--- config.mk ---
export PLATFORM = sky130hd
export DESIGN_NAME = acc_alu
export DESIGN_NICKNAME = d
export VERILOG_FILES = /design/src/rtl/acc_alu_pkg.sv /design/src/rtl/acc_alu_word.sv /design/src/rtl/acc_alu_barrel.sv /design/src/rtl/acc_alu_cond.sv /design/src/rtl/acc_alu.sv
export SDC_FILE = /design/constraint.sdc
export NUM_CORES = 1
export LEC_CHECK = 0
export ABC_AREA = 1
export BUFFER_PORTS_ARGS = -buffer_cell sky130_fd_sc_hd__clkbuf_2
export CELL_PAD_IN_SITES_DETAIL_PLACEMENT = 1
export CELL_PAD_IN_SITES_GLOBAL_PLACEMENT = 1
export CORE_MARGIN = 1
export CORE_UTILIZATION = 29
export DETAILED_ROUTE_END_ITERATION = 8
export PLACE_DENSITY_LB_ADDON = 0.1
export SLEW_MARGIN = 20
export SYNTH_ARGS = -nofsm -noshare
export SYNTH_HDL_FRONTEND = slang
export SYNTH_SLANG_ARGS = --single-unit
--- constraint.sdc ---
create_clock -name vclk -period 2.5
set_clock_uncertainty 0.2 [all_clocks]
set_input_delay 0.125 -clock vclk [all_inputs]
set_output_delay 0.125 -clock vclk [all_outputs]
set_load 0.005 [all_outputs]
--- src/rtl/acc_alu_pkg.sv ---
package acc_alu_pkg;

    typedef enum logic [3:0] {
        OP_ADD   = 4'd0,
        OP_INC   = 4'd1,
        OP_DEC   = 4'd2,
        OP_AND   = 4'd3,
        OP_OR    = 4'd4,
        OP_NOT   = 4'd5,
        OP_SHR   = 4'd6,
        OP_SHL   = 4'd7,
        OP_ROL   = 4'd8,
        OP_TLSB  = 4'd9,
        OP_TNZ   = 4'd10,
        OP_TNEG  = 4'd11,
        OP_RSV12 = 4'd12,
        OP_RSV13 = 4'd13,
        OP_RSV14 = 4'd14,
        OP_RSV15 = 4'd15
    } alu_op_e;

    typedef enum int {
        MV_SHR = 0,
        MV_SHL = 1,
        MV_ROL = 2
    } move_kind_e;

endpackage

--- src/rtl/acc_alu_word.sv ---
// Wrapping arithmetic and bitwise logic on full words.
module acc_alu_word
    import acc_alu_pkg::*;
#(
    parameter int W = 16
) (
    input  alu_op_e       op,
    input  logic [W-1:0]  a,
    input  logic [W-1:0]  b,
    output logic [W-1:0]  res
);
    localparam logic [W-1:0] ONE = W'(1);

    always_comb begin
        unique case (op)
            OP_ADD:  res = a + b;
            OP_INC:  res = a + ONE;
            OP_DEC:  res = a - ONE;
            OP_AND:  res = a & b;
            OP_OR:   res = a | b;
            OP_NOT:  res = ~a;
            default: res = '0;
        endcase
    end
endmodule

--- src/rtl/acc_alu_barrel.sv ---
// Logarithmic barrel: stage s moves by 2**s when amt[s] is set.
module acc_alu_barrel
    import acc_alu_pkg::*;
#(
    parameter int         W    = 16,
    parameter move_kind_e KIND = MV_SHR
) (
    input  logic [W-1:0]          din,
    input  logic [$clog2(W)-1:0]  amt,
    output logic [W-1:0]          dout
);
    localparam int STAGES = $clog2(W);

    logic [W-1:0] stg [0:STAGES];

    assign stg[0] = din;

    for (genvar s = 0; s < STAGES; s++) begin : g_stage
        localparam int D = 1 << s;
        if (KIND == MV_SHR) begin : g_shr
            assign stg[s+1] = amt[s] ? (stg[s] >> D) : stg[s];
        end else if (KIND == MV_SHL) begin : g_shl
            assign stg[s+1] = amt[s] ? (stg[s] << D) : stg[s];
        end else begin : g_rol
            assign stg[s+1] = amt[s] ? ((stg[s] << D) | (stg[s] >> (W - D)))
                                     : stg[s];
        end
    end

    assign dout = stg[STAGES];
endmodule

--- src/rtl/acc_alu_cond.sv ---
// Skip-condition tests on operand A.
module acc_alu_cond
    import acc_alu_pkg::*;
#(
    parameter int W = 16
) (
    input  alu_op_e       op,
    input  logic [W-1:0]  a,
    output logic          hit
);
    always_comb begin
        unique case (op)
            OP_TLSB: hit = a[0];
            OP_TNZ:  hit = |a;
            OP_TNEG: hit = a[W-1];
            default: hit = 1'b0;
        endcase
    end
endmodule

--- src/rtl/acc_alu.sv ---
module acc_alu
    import acc_alu_pkg::*;
#(
    parameter int DATA_W  = 16,
    parameter int SHAMT_W = $clog2(DATA_W)
) (
    input  logic [3:0]          op_sel,
    input  logic [DATA_W-1:0]   opnd_a,
    input  logic [DATA_W-1:0]   opnd_b,
    input  logic [SHAMT_W-1:0]  shamt,
    output logic [DATA_W-1:0]   result,
    output logic                skip
);
    alu_op_e          op;
    logic [DATA_W-1:0] word_res;
    logic [DATA_W-1:0] shr_res;
    logic [DATA_W-1:0] shl_res;
    logic [DATA_W-1:0] rol_res;
    logic              cond_hit;

    assign op = alu_op_e'(op_sel);

    acc_alu_word #(.W(DATA_W)) u_word (
        .op  (op),
        .a   (opnd_a),
        .b   (opnd_b),
        .res (word_res)
    );

    acc_alu_barrel #(.W(DATA_W), .KIND(MV_SHR)) u_shr (
        .din (opnd_a), .amt (shamt), .dout (shr_res)
    );
    acc_alu_barrel #(.W(DATA_W), .KIND(MV_SHL)) u_shl (
        .din (opnd_a), .amt (shamt), .dout (shl_res)
    );
    acc_alu_barrel #(.W(DATA_W), .KIND(MV_ROL)) u_rol (
        .din (opnd_a), .amt (shamt), .dout (rol_res)
    );

    acc_alu_cond #(.W(DATA_W)) u_cond (
        .op  (op),
        .a   (opnd_a),
        .hit (cond_hit)
    );

    always_comb begin
        unique case (op)
            OP_ADD, OP_INC, OP_DEC,
            OP_AND, OP_OR, OP_NOT:     result = word_res;
            OP_SHR:                    result = shr_res;
            OP_SHL:                    result = shl_res;
            OP_ROL:                    result = rol_res;
            OP_TLSB, OP_TNZ, OP_TNEG:  result = opnd_a;
            default:                   result = '0;
        endcase
    end

    assign skip = cond_hit;
endmodule

### Yosys cells after proc, flatten, opt, wreduce, memory -nomap -nowiden

Index checks and enable logic that the tools add are counted.

* $add $sub $neg: 3
* equality and inequality tests: 11
* mux-type cells: 15
* bitwise logic cells: 7
* reduce and logical (&&, ||, !) cells: 4

Operators by type and width (number)
* $mux 16: 12
* $pmux 16 s6: 1
* $pmux 16 s5: 1
* $add 16x1->16 const B: 1
* $add 16x16->16: 1
* $and 16x16->16: 1
* $eq 4x3->1 const B: 4
* $eq 4x4->1 const B: 4
* $not 16->16: 1
* $or 16x1->16: 1
* $or 16x16->16: 1
* $or 16x2->16: 1
* $or 16x4->16: 1
* $or 16x8->16: 1
* $reduce_or 16->1: 1
* $sub 16x1->16 const B: 1
* $eq 4x2->1 const B: 2
* $reduce_or 6->1: 1
* $eq 4x1->1 const B: 1
* $logic_not 4->1: 1
* $pmux 1 s3: 1
* $reduce_or 3->1: 1

* flip-flop bits (word level): 0
* bits of input ports: 40
* output and inout bits: 17
* word-level logic and storage cells: 40

### Logic depth before layout (Yosys ltp)

Gate-level depths: netlist (run 1).

* depth in word-level cells: 9
* gate-level depth with buffers: 23
* depth with buffers taken out: 23

### Cells and area by module

A second synthesis (run 1) with hierarchy kept.

* cell total of the unflattened synthesis: 990
* area, all modules: 4936.0 um^2

Modules (own cells, without submodules)
* acc_alu_word: instances 1, cells an instance 314, area each 1762.9 um^2, sequential area each 0.0 um^2
* acc_alu_barrel (u_rol): instances 1, cells an instance 176, area each 853.3 um^2, sequential area each 0.0 um^2
* acc_alu: instances 1, cells an instance 174, area each 820.8 um^2, sequential area each 0.0 um^2
* acc_alu_barrel (u_shr): instances 1, cells an instance 151, area each 706.9 um^2, sequential area each 0.0 um^2
* acc_alu_barrel (u_shl): instances 1, cells an instance 151, area each 694.4 um^2, sequential area each 0.0 um^2
* acc_alu_cond: instances 1, cells an instance 24, area each 97.6 um^2, sequential area each 0.0 um^2

### Worst setup path after synthesis (run 1)

No wires, ideal clock.

* kind: input-to-output
* from: in opnd_b[0]
* to: out result[15]
* arrival: 2.377 ns
* required time: 2.175 ns
* slack: -0.202 ns
* stages: 21
* path buffers: 0
* cell sequence: inv_1 > ha_1 > inv_1 > nor2_2 > nand2_1 > nor3_4 > nand2_2 > nor2_2 > nand2_1 > nor2_1 > xor2_1 > nand2_1 > nand2_1 > ha_1 > nand2_1 > nor4_1 > nand2_1 > nand3_1 > nand3_1 > nand3_1 > nand3_1

* longest elaborated chain between the ends: 3

Ends and longest elaborated chain
* start, declared: RTL line acc_alu.sv:9 `input logic [DATA_W-1:0] opnd_b,`
* $add 16x16->16: RTL line acc_alu_word.sv:16 `OP_ADD: res = a + b;`
* $pmux 16 s6: RTL line acc_alu_word.sv:15 `unique case (op)`
* $pmux 16 s5: RTL line acc_alu.sv:47 `unique case (op)`
* end, declared: RTL line acc_alu.sv:11 `output logic [DATA_W-1:0] result,`

Every way passes these cells.

### Worst setup path after layout (run 1)

* from: in opnd_b[0]
* to: out result[13]

The elaborated chain is that of the path after synthesis.

==> results.md, run 1 <==
* Outcome: complete, but fails checks
* Failing checks: negative setup slack
* Most common cell in the netlist: nand2_1
* VDD IR max at about 0.095 mV
* Mapped Cells at 739
* Initial antenna violation count at 0
* Register area share after synthesis at 0%
* Yosys top cell by area: nand2_1
* Effective utilization at floorplan at 29.7%
* RePlAce Congestion at ~0.94
* Syn Area/Cell at 5.05 um^2
* CP arrival at 2690 ps
* Final worst path period share at 121%
* Clkbuf count at 0
* Critical Path RT at 2170 ps
* Slew @ Worst Pin at about 470 ps
* DRC errors left at 0
* Post-DP HPWL at 16300 um
* # fillers at between 1500 and 2000
* Final hold vios at 0
* Worst hold margin at roughly 480 ps
* DR WL/cell at ~20 um
* Fmax at about 330 MHz
* Min Tclk post-route at 3010 ps
* Max_cap viols at 0
* Chip width at 115 um
* Pin count of the biggest net entering global routing at 48
* Multi-input logic area at 0.00376 mm^2
* Area share of the largest cell type after synthesis at 25.1%
* Gr usage total at 30.0%
* Largest cells by area after synthesis: nand2_1 25%, nand3_1 8.3%, a21oi_1 7.8%
* ANT cells at 0
* Final setup vio count at 14
* Synth cell count leaders: 249 x nand2_1, 66 x inv_1, 62 x nand3_1
* Sequential cell count at 0
* Die height at about 120 um
* WL final at 20600 um
* Global-route wire length before repair at 30700 um
* Die ar. at between 0.01 and 0.015 mm^2
* Iteration-0 DRC Markers at 318
* Worst Slack Setup Final at -515 ps
* Unique masters post-synth at 48
* Final net count at 938
* Post-synth net total at ~800
* Hold Crit Class: input pin to output port
* I/O Buffers at 57
* Slew Limit Fails at 0
* Reg area at 0 um^2
* Routed Antenna Nets at 0
* Worst Setup EP: result[13]
* Routed vias at 5678
* Layout cells sized above 1 at between 30 and 40%
* CTS Hold Bufs at 0
* Non-Filler Instances at 1051
* Drt via density at between 5 and 6
* Area growth from synthesis to layout at 50.5%
* Crit. End Element: output port
* Crit path max fanout at 3
* Gr ovfl total at 0
* PD cells at 240 mW/mm^2
* Core Box Area at roughly 0.013 mm^2
* Vias in the first global route at 5566
* Ys Warns at 0
* Worst Setup SP: opnd_b[0]
* Router iterations before antenna repair at 4
* Num ports at 57
* Syn Std Cell Area at 0.00373 mm^2
* Slew HR at 68.7%
* RSZ-0062 raised after global routing: yes
* CP Class: input pin to output port
* Leak at 2.80 nW
* Crit path launch type: input pin
* Site Rows at 41
* Placed cells at 1035
==> power by group <==
group	internal, mW	total, mW	switching [mW]
registers	0	0	0
logic	0.555	1.35	0.791
clock network	0	0	0
total	0.555	1.35	0.791
==> how the worst min path moves through the flow <==
stage	from	endpoint	slack, ps	cells past startpoint
after floorplan	opnd_a[3]	result[3]	160	2
after global placement	opnd_b[15]	result[15]	480	4
after detailed placement	opnd_b[15]	result[15]	500	4
after CTS	opnd_b[15]	result[15]	470	4
after global routing	opnd_b[15]	result[15]	510	4
final	opnd_b[15]	result[15]	480	4
==> worst max-delay path, stage by stage <==
cell	delay, ps
clkbuf_16	140
inv_16	50
ha_4	130
inv_2	40
nor2_4	110
nand2_4	70
nor3_4	190
nand2_2	90
nor2_2	100
nand2_2	80
nor2_2	90
xor2_1	150
nand2_1	80
nand2_2	80
ha_4	210
inv_4	60
o21bai_4	60
o21bai_1	170
a21oi_2	130
nand3_1	90
nand2_1	80
nor2_2	40
nor2_2	130
nand2_1	70
clkbuf_2	110
==> area by class of cell <==
type | count | share of cell area [%]
Multi-Input combinational cell | 625 | 66.9
Tap cell | 172 | 3.83
Inverter | 78 | 5.82
Timing Repair Buffer | 176 | 23.4
==> what timing repair did <==
action	in CTS	in global routing
endpoints found under the setup margin	15	14
endpoints found under the hold margin	0	0
gates resized for setup	97	77
pin swaps	36	46
buffers inserted	13	8
==> routing by layer <==
metal  GRT usage [%]  up-vias  share of wire, %
met5               0        -                 0
met3            1.05       26               5.8
met2            53.0      186                49
li1                -     2738                 -
met4            3.98        0               1.7
met1            41.5     2728                44
==> layout by cell type (no fill, tap or decap), types with 12 or more instances in the layout <==
cell type / Yosys / routed
inv_2: 11 / 26
a21oi_1: 58 / 43
buf_4: 2 / 105
o21ai_1: 22 / 30
clkbuf_2: 0 / 47
nand3_2: 3 / 13
inv_1: 66 / 48
nand2_1: 249 / 219
a21oi_2: 4 / 18
nor2_1: 51 / 39
o21ai_0: 55 / 45
nand2_2: 10 / 33
nand3_1: 62 / 51
ha_4: 0 / 12
buf_6: 7 / 16
==> stage by stage <==
step                TNS [ps]  cell area, um^2  util (%)  setup WS (ps)  power, mW
global placement       -7290             4850      38.6           -744       1.06
finish                 -5760             5610      44.7           -515       1.35
floorplan               -348             3790         -           -137      0.603
global route           -7630             5610      44.7           -699       1.45
detailed placement     -8100             4850      38.6           -811       1.08
CTS                    -4900             5360      42.7           -522       1.24
==> logic make-up (layout without fill, tap and decap cells) <==
group                      count (synthesis)  in the layout  share of synthesized area (%)
and+or+nand+nor                          411            411                           47.6
xor gates and xnor gates                  11             11                           2.58
muxes                                      2              2                          0.537
buffers and inverters                    114            254                           14.1
adders and majority gates                 17             17                           5.90
AOI/OAI and AO/OA                        184            184                           29.2
(Power assumes the default switching activity.)
==> run 2, diff against run 1 <==
--- a/config.mk
+++ b/config.mk
@@ -12,7 +12,7 @@
 export CORE_MARGIN = 1
 export CORE_UTILIZATION = 29
 export DETAILED_ROUTE_END_ITERATION = 8
-export PLACE_DENSITY_LB_ADDON = 0.1
+export PLACE_DENSITY = 0.75
 export SLEW_MARGIN = 20
 export SYNTH_ARGS = -nofsm -noshare
 export SYNTH_HDL_FRONTEND = slang
==> run 2 against run 1 <==
Compared with the run above: the run ends with design-rule violations, negative setup slack left; flip-flop and latch count unchanged; routed wire length down 4.9%; total power down 2.2%; combinational power about the same; count of clock-buffer cells in the layout unchanged; first-iteration DRC count up 12%.
==> results.md, run 2 (same netlist as run 1, synthesis figures left out) <==
* Outcome: complete, but fails checks
* Failing checks: design-rule violations, negative setup slack
* CP arrival at around 2800 ps
* Max_cap viols at 0
* Reg area at 0 um^2
* Vias in the first global route at 5691
* Gr usage total at roughly 29%
* Die ar. at about 0.013 mm^2
* Worst hold margin at approximately 440 ps
* Global-route wire length before repair at 29600 um
* Pin count of the biggest net entering global routing at 38
* # fillers at 1757
* Final worst path period share at 123%
* ANT cells at 0
* Clkbuf count at 0
* DP Worst Slack at -793 ps
* DRC errors left at 2
* Final setup vio count at 13
* Site Rows at 41
* Worst hold endpoint: result[15]
* Drt via density at roughly 5.5
* Worst Setup SP: opnd_b[1]
* Min Tclk post-route at 3080 ps
* Die height at 115 um
* Slew Limit Fails at 0
* Final hold vios at 0
* Post-DP HPWL at roughly 15000 um
* CP Class: input pin to output port
* RSZ-0062 raised after global routing: yes
* Initial antenna violation count at 1
* VDD IR max at 0.0831 mV
* Routed vias at 5789
* Slew HR at between 60% and 70%
* I/O Buffers at 57
* Gr ovfl total at 0
* Sequential cell count at 0
* Most common cell after layout, fill and taps aside: nand2_1
* WL final at 19600 um
* Crit path max fanout at 3
* Iteration-0 DRC Markers at about 360
* RePlAce Congestion at 0.932
* Hold path depth at 4
* Effective utilization at floorplan at roughly 30%
* Crit path launch type: input pin
* Hold Startpoint: opnd_b[15]
* Chip width at about 120 um
* PD cells at 240 mW/mm^2
* Routed Antenna Nets at 0
* Layout cells sized above 1 at 35.9%
* Fmax at around 320 MHz
* Slew @ Worst Pin at 567 ps
* Crit. End Element: output port
* Core Box Area at 0.0126 mm^2
* DR WL/cell at 18.7 um
* Leak at 2.74 nW
* Num ports at 57
* Final net count at 934
* Critical Path RT at 2170 ps
* Hold Crit Class: input pin to output port
* Area growth from synthesis to layout at 46.8%
* Router iterations before antenna repair at 7
* Worst Slack Setup Final at -579 ps
* Commonest cells after routing, fill and taps aside: 223 x nand2_1, 104 x buf_4, 54 x nand3_1
run 2: cell types whose count changed in the layout (fill, tap and decap cells not counted), sizes merged:
| cell | delta |
|---|---|
| buf | -8 |
| clkbuf | +4 |
run 2: cell type report:
cell class	count	area, um^2	area share (%)
Multi-Input combinational cell	625	3660	66.9
Timing Repair Buffer	172	1270	23.2
Inverter	78	327	5.97
Tap cell	172	215	3.93
run 2: worst max path at each step:
stage	to	slack, ps
after floorplan	result[13]	-140
after global placement	result[13]	-720
after detailed placement	result[13]	-790
after CTS	result[13]	-500
after global routing	result[13]	-810
final	result[13]	-580
run 2: where the power goes:
group          switching, mW  internal, mW  leakage (nW)
registers                  0             0             0
logic                  0.765         0.551          2.74
clock network              0             0             0
run 2: metal layers:
layer	part of all wire (%)	track usage, %	vias to the layer above
li1	-	-	2732
met1	41	35.2	2713
met2	46	49.7	262
met3	6.7	4.24	82
met4	5.5	13.1	0
met5	0	0	-
run 2: through the flow:
stage	util, %	std cells	cell area, um^2	setup TNS [ps]	power (mW)
5_1_grt	43.6	1047	5470	-7820	1.42
3_3_place_gp	38.2	1028	4800	-6600	1.01
4_1_cts	42.2	1038	5300	-3730	1.20
6_report	43.6	1047	5470	-5710	1.32
2_1_floorplan	-	739	3790	-348	0.603
3_5_place_dp	38.2	1028	4800	-7770	1.04
run 2: repair_timing:
action / CTS / global route
setup endpoints to repair: 15 / 15
hold buffers: 0 / 0
pin swaps: 48 / 18
setup buffers: 10 / 9
resized for setup: 101 / 33
run 2: worst max-delay path, cell delays in order:
cell and delay, ps:
clkbuf_16 140, inv_12 50, ha_4 120, inv_2 40, nor2_4 90, nand2_2 90, nor3_4 160, nand2_2 100
nor2_2 100, nand2_2 80, nor2_2 120, xor2_1 140, nand2_1 80, nand2_2 70, ha_4 200, inv_2 60
o21bai_1 100, o21bai_1 180, a21oi_1 180, nand3_1 100, nand2_1 60, nor2_1 50, nor2_2 150, nand2_1 70
clkbuf_2 110
==> run 3, diff against run 2 <==
--- a/config.mk
+++ b/config.mk
@@ -9,7 +9,7 @@
 export BUFFER_PORTS_ARGS = -buffer_cell sky130_fd_sc_hd__clkbuf_2
 export CELL_PAD_IN_SITES_DETAIL_PLACEMENT = 1
 export CELL_PAD_IN_SITES_GLOBAL_PLACEMENT = 1
-export CORE_MARGIN = 1
+export CORE_MARGIN = 8
 export CORE_UTILIZATION = 29
 export DETAILED_ROUTE_END_ITERATION = 8
 export PLACE_DENSITY = 0.75
==> run 3 against run 2 <==
Compared with the run above: the run ends with negative setup slack left; critical endpoint is now result[7]; final cell count down 0.86%; largest power group unchanged; setup slack better by 63 ps; global-route usage fell by 6.4 points.
==> results.md, run 3 (same netlist as run 1, synthesis figures left out) <==
* Outcome: complete, but fails checks
* Failing checks: negative setup slack
* Layout cells sized above 1 at 35.8%
* Sequential cell count at 0
* WL final at 19700 um
* Final hold vios at 0
* VDD IR max at 0.108 mV
* Pwr Total at 1.28 mW
* Crit. End Element: output port
* Delay-heaviest family, CP: simple AND/OR/NAND/NOR gates
* RSZ-0062 raised after global routing: yes
* Reg area at 0 um^2
* Final core occ at a little over two fifths
* Critical path buffer and inverter count at 6
* Global-route wire length before repair at approximately 30000 um
* I/O Buffers at 57
* Post-DP HPWL at 15200 um
* Drt via density at around 5.5
* Slew Limit Fails at 0
* Slew @ Worst Pin at 506 ps
* CP Class: input pin to output port
* Slew HR at 66.2%
* Hold path depth at 4
* Min Tclk post-route at 3020 ps
* Final worst path period share at 121%
* Critical Path RT at 2170 ps
* Hold Startpoint: opnd_b[15]
* Routed Antenna Nets at 0
* Most common cell after layout, fill and taps aside: nand2_1
* DRC errors left at 0
* Fmax at 332 MHz
* Site Rows at slightly above 40
* Area growth from synthesis to layout at 46.5%
* Routed vias at 5717
* Gr usage total at 22.4%
* Worst hold endpoint: result[15]
* Chip width at 129 um
* Router iterations before antenna repair at 5
* Num ports at 57
* Placed cells at 1024
* RePlAce Congestion at 0.926
* Cell mode on critical path: nand2_1
* Slowest CP cell: or2_2
* Final net count at 925
* Crit path launch type: input pin
* Pin count of the biggest net entering global routing at 33
* Gr ovfl total at 0
* CP arrival at 2690 ps
* # fillers at 1736
* PD cells at 235 mW/mm^2
* Effective utilization at floorplan at 29.7%
* ANT cells at 0
* Die height at 129 um
* DR WL/cell at approximately 19 um
* Clkbuf count at 0
* CP max stage delay at 300 ps
* Final setup vio count at 13
* Hold Crit Class: input pin to output port
* Crit path max fanout at 4
* Worst Slack Setup Final at -516 ps
* Initial antenna violation count at 0
* Leak at 2.70 nW
* Max_cap viols at 0
* Die ar. at 0.0167 mm^2
* Iteration-0 DRC Markers at 457
* Worst path cell trace: clkbuf_16 -> inv_12 -> ha_4 -> inv_2 -> nor2_4 -> nand2_2 -> nor3_4 -> buf_4 -> xor2_2 -> nand2_1 -> nand2_1 -> ha_4 -> nand2_1 -> inv_1 -> nand3_1 -> nand3_1 -> or2_2 -> nand3_1 -> nand2_1 -> nand3b_1 -> clkbuf_2
* Non-Filler Instances at 1038
* Vias in the first global route at 5696
* Commonest cells after routing, fill and taps aside: 227 x nand2_1, 98 x buf_4, 57 x nand3_1
* Core Box Area at 0.0126 mm^2
## run 3: worst min-delay path, cell delays in order
cell and delay, ps:
clkbuf_2 130, a31oi_1 90, nand3_1 70, buf_2 110
## run 3: routing by layer
layer | global-route usage, % | routed length (um) | part of all wire [%]
met1 | 28.9 | 8270 | 42
met2 | 39.2 | 9510 | 48
met3 | 1.60 | 1360 | 6.9
met4 | 5.81 | 612 | 3.1
met5 | 0 | 0 | 0
## run 3: how the worst max path moves through the flow
stage               from    endpoint  slack (ps)  cells after the start
2_1_floorplan  opnd_b[1]  result[13]        -140                     23
3_3_place_gp   opnd_b[0]  result[13]        -710                     25
3_5_place_dp   opnd_b[0]  result[13]        -820                     25
4_1_cts        opnd_b[0]  result[13]        -490                     25
5_1_grt        opnd_b[1]  result[13]        -730                     25
6_report       opnd_b[1]   result[7]        -520                     21
## run 3: through the flow
stage	hold slack (ps)	instance area [um^2]	worst slack (ps)	setup TNS, ps
floorplan	157	3790	-137	-348
global placement	453	4750	-712	-6680
detailed placement	454	4750	-819	-7850
CTS	455	5110	-486	-4210
global route	473	5470	-729	-7510
finish	444	5470	-516	-5490
## run 3: power by group
group / switching (mW) / internal (mW)
logic: 0.762 / 0.523
clock network: 0 / 0
registers: 0 / 0
total: 0.762 / 0.523
## run 3: timing repair
| item | CTS | global route |
|---|---|---|
| pin swaps | 20 | 31 |
| resized for setup | 70 | 78 |
| setup endpoints to repair | 15 | 15 |
| buffers inserted | 6 | 9 |
| hold buffers | 0 | 0 |
## run 3: layout make-up
| cell class | instances | area, um^2 | area share, % |
|---|---|---|---|
| inverters | 78 | 327 | 5.98 |
| multi-input cells | 625 | 3730 | 68.3 |
| repair buffers | 163 | 1190 | 21.8 |
| well taps | 172 | 215 | 3.94 |
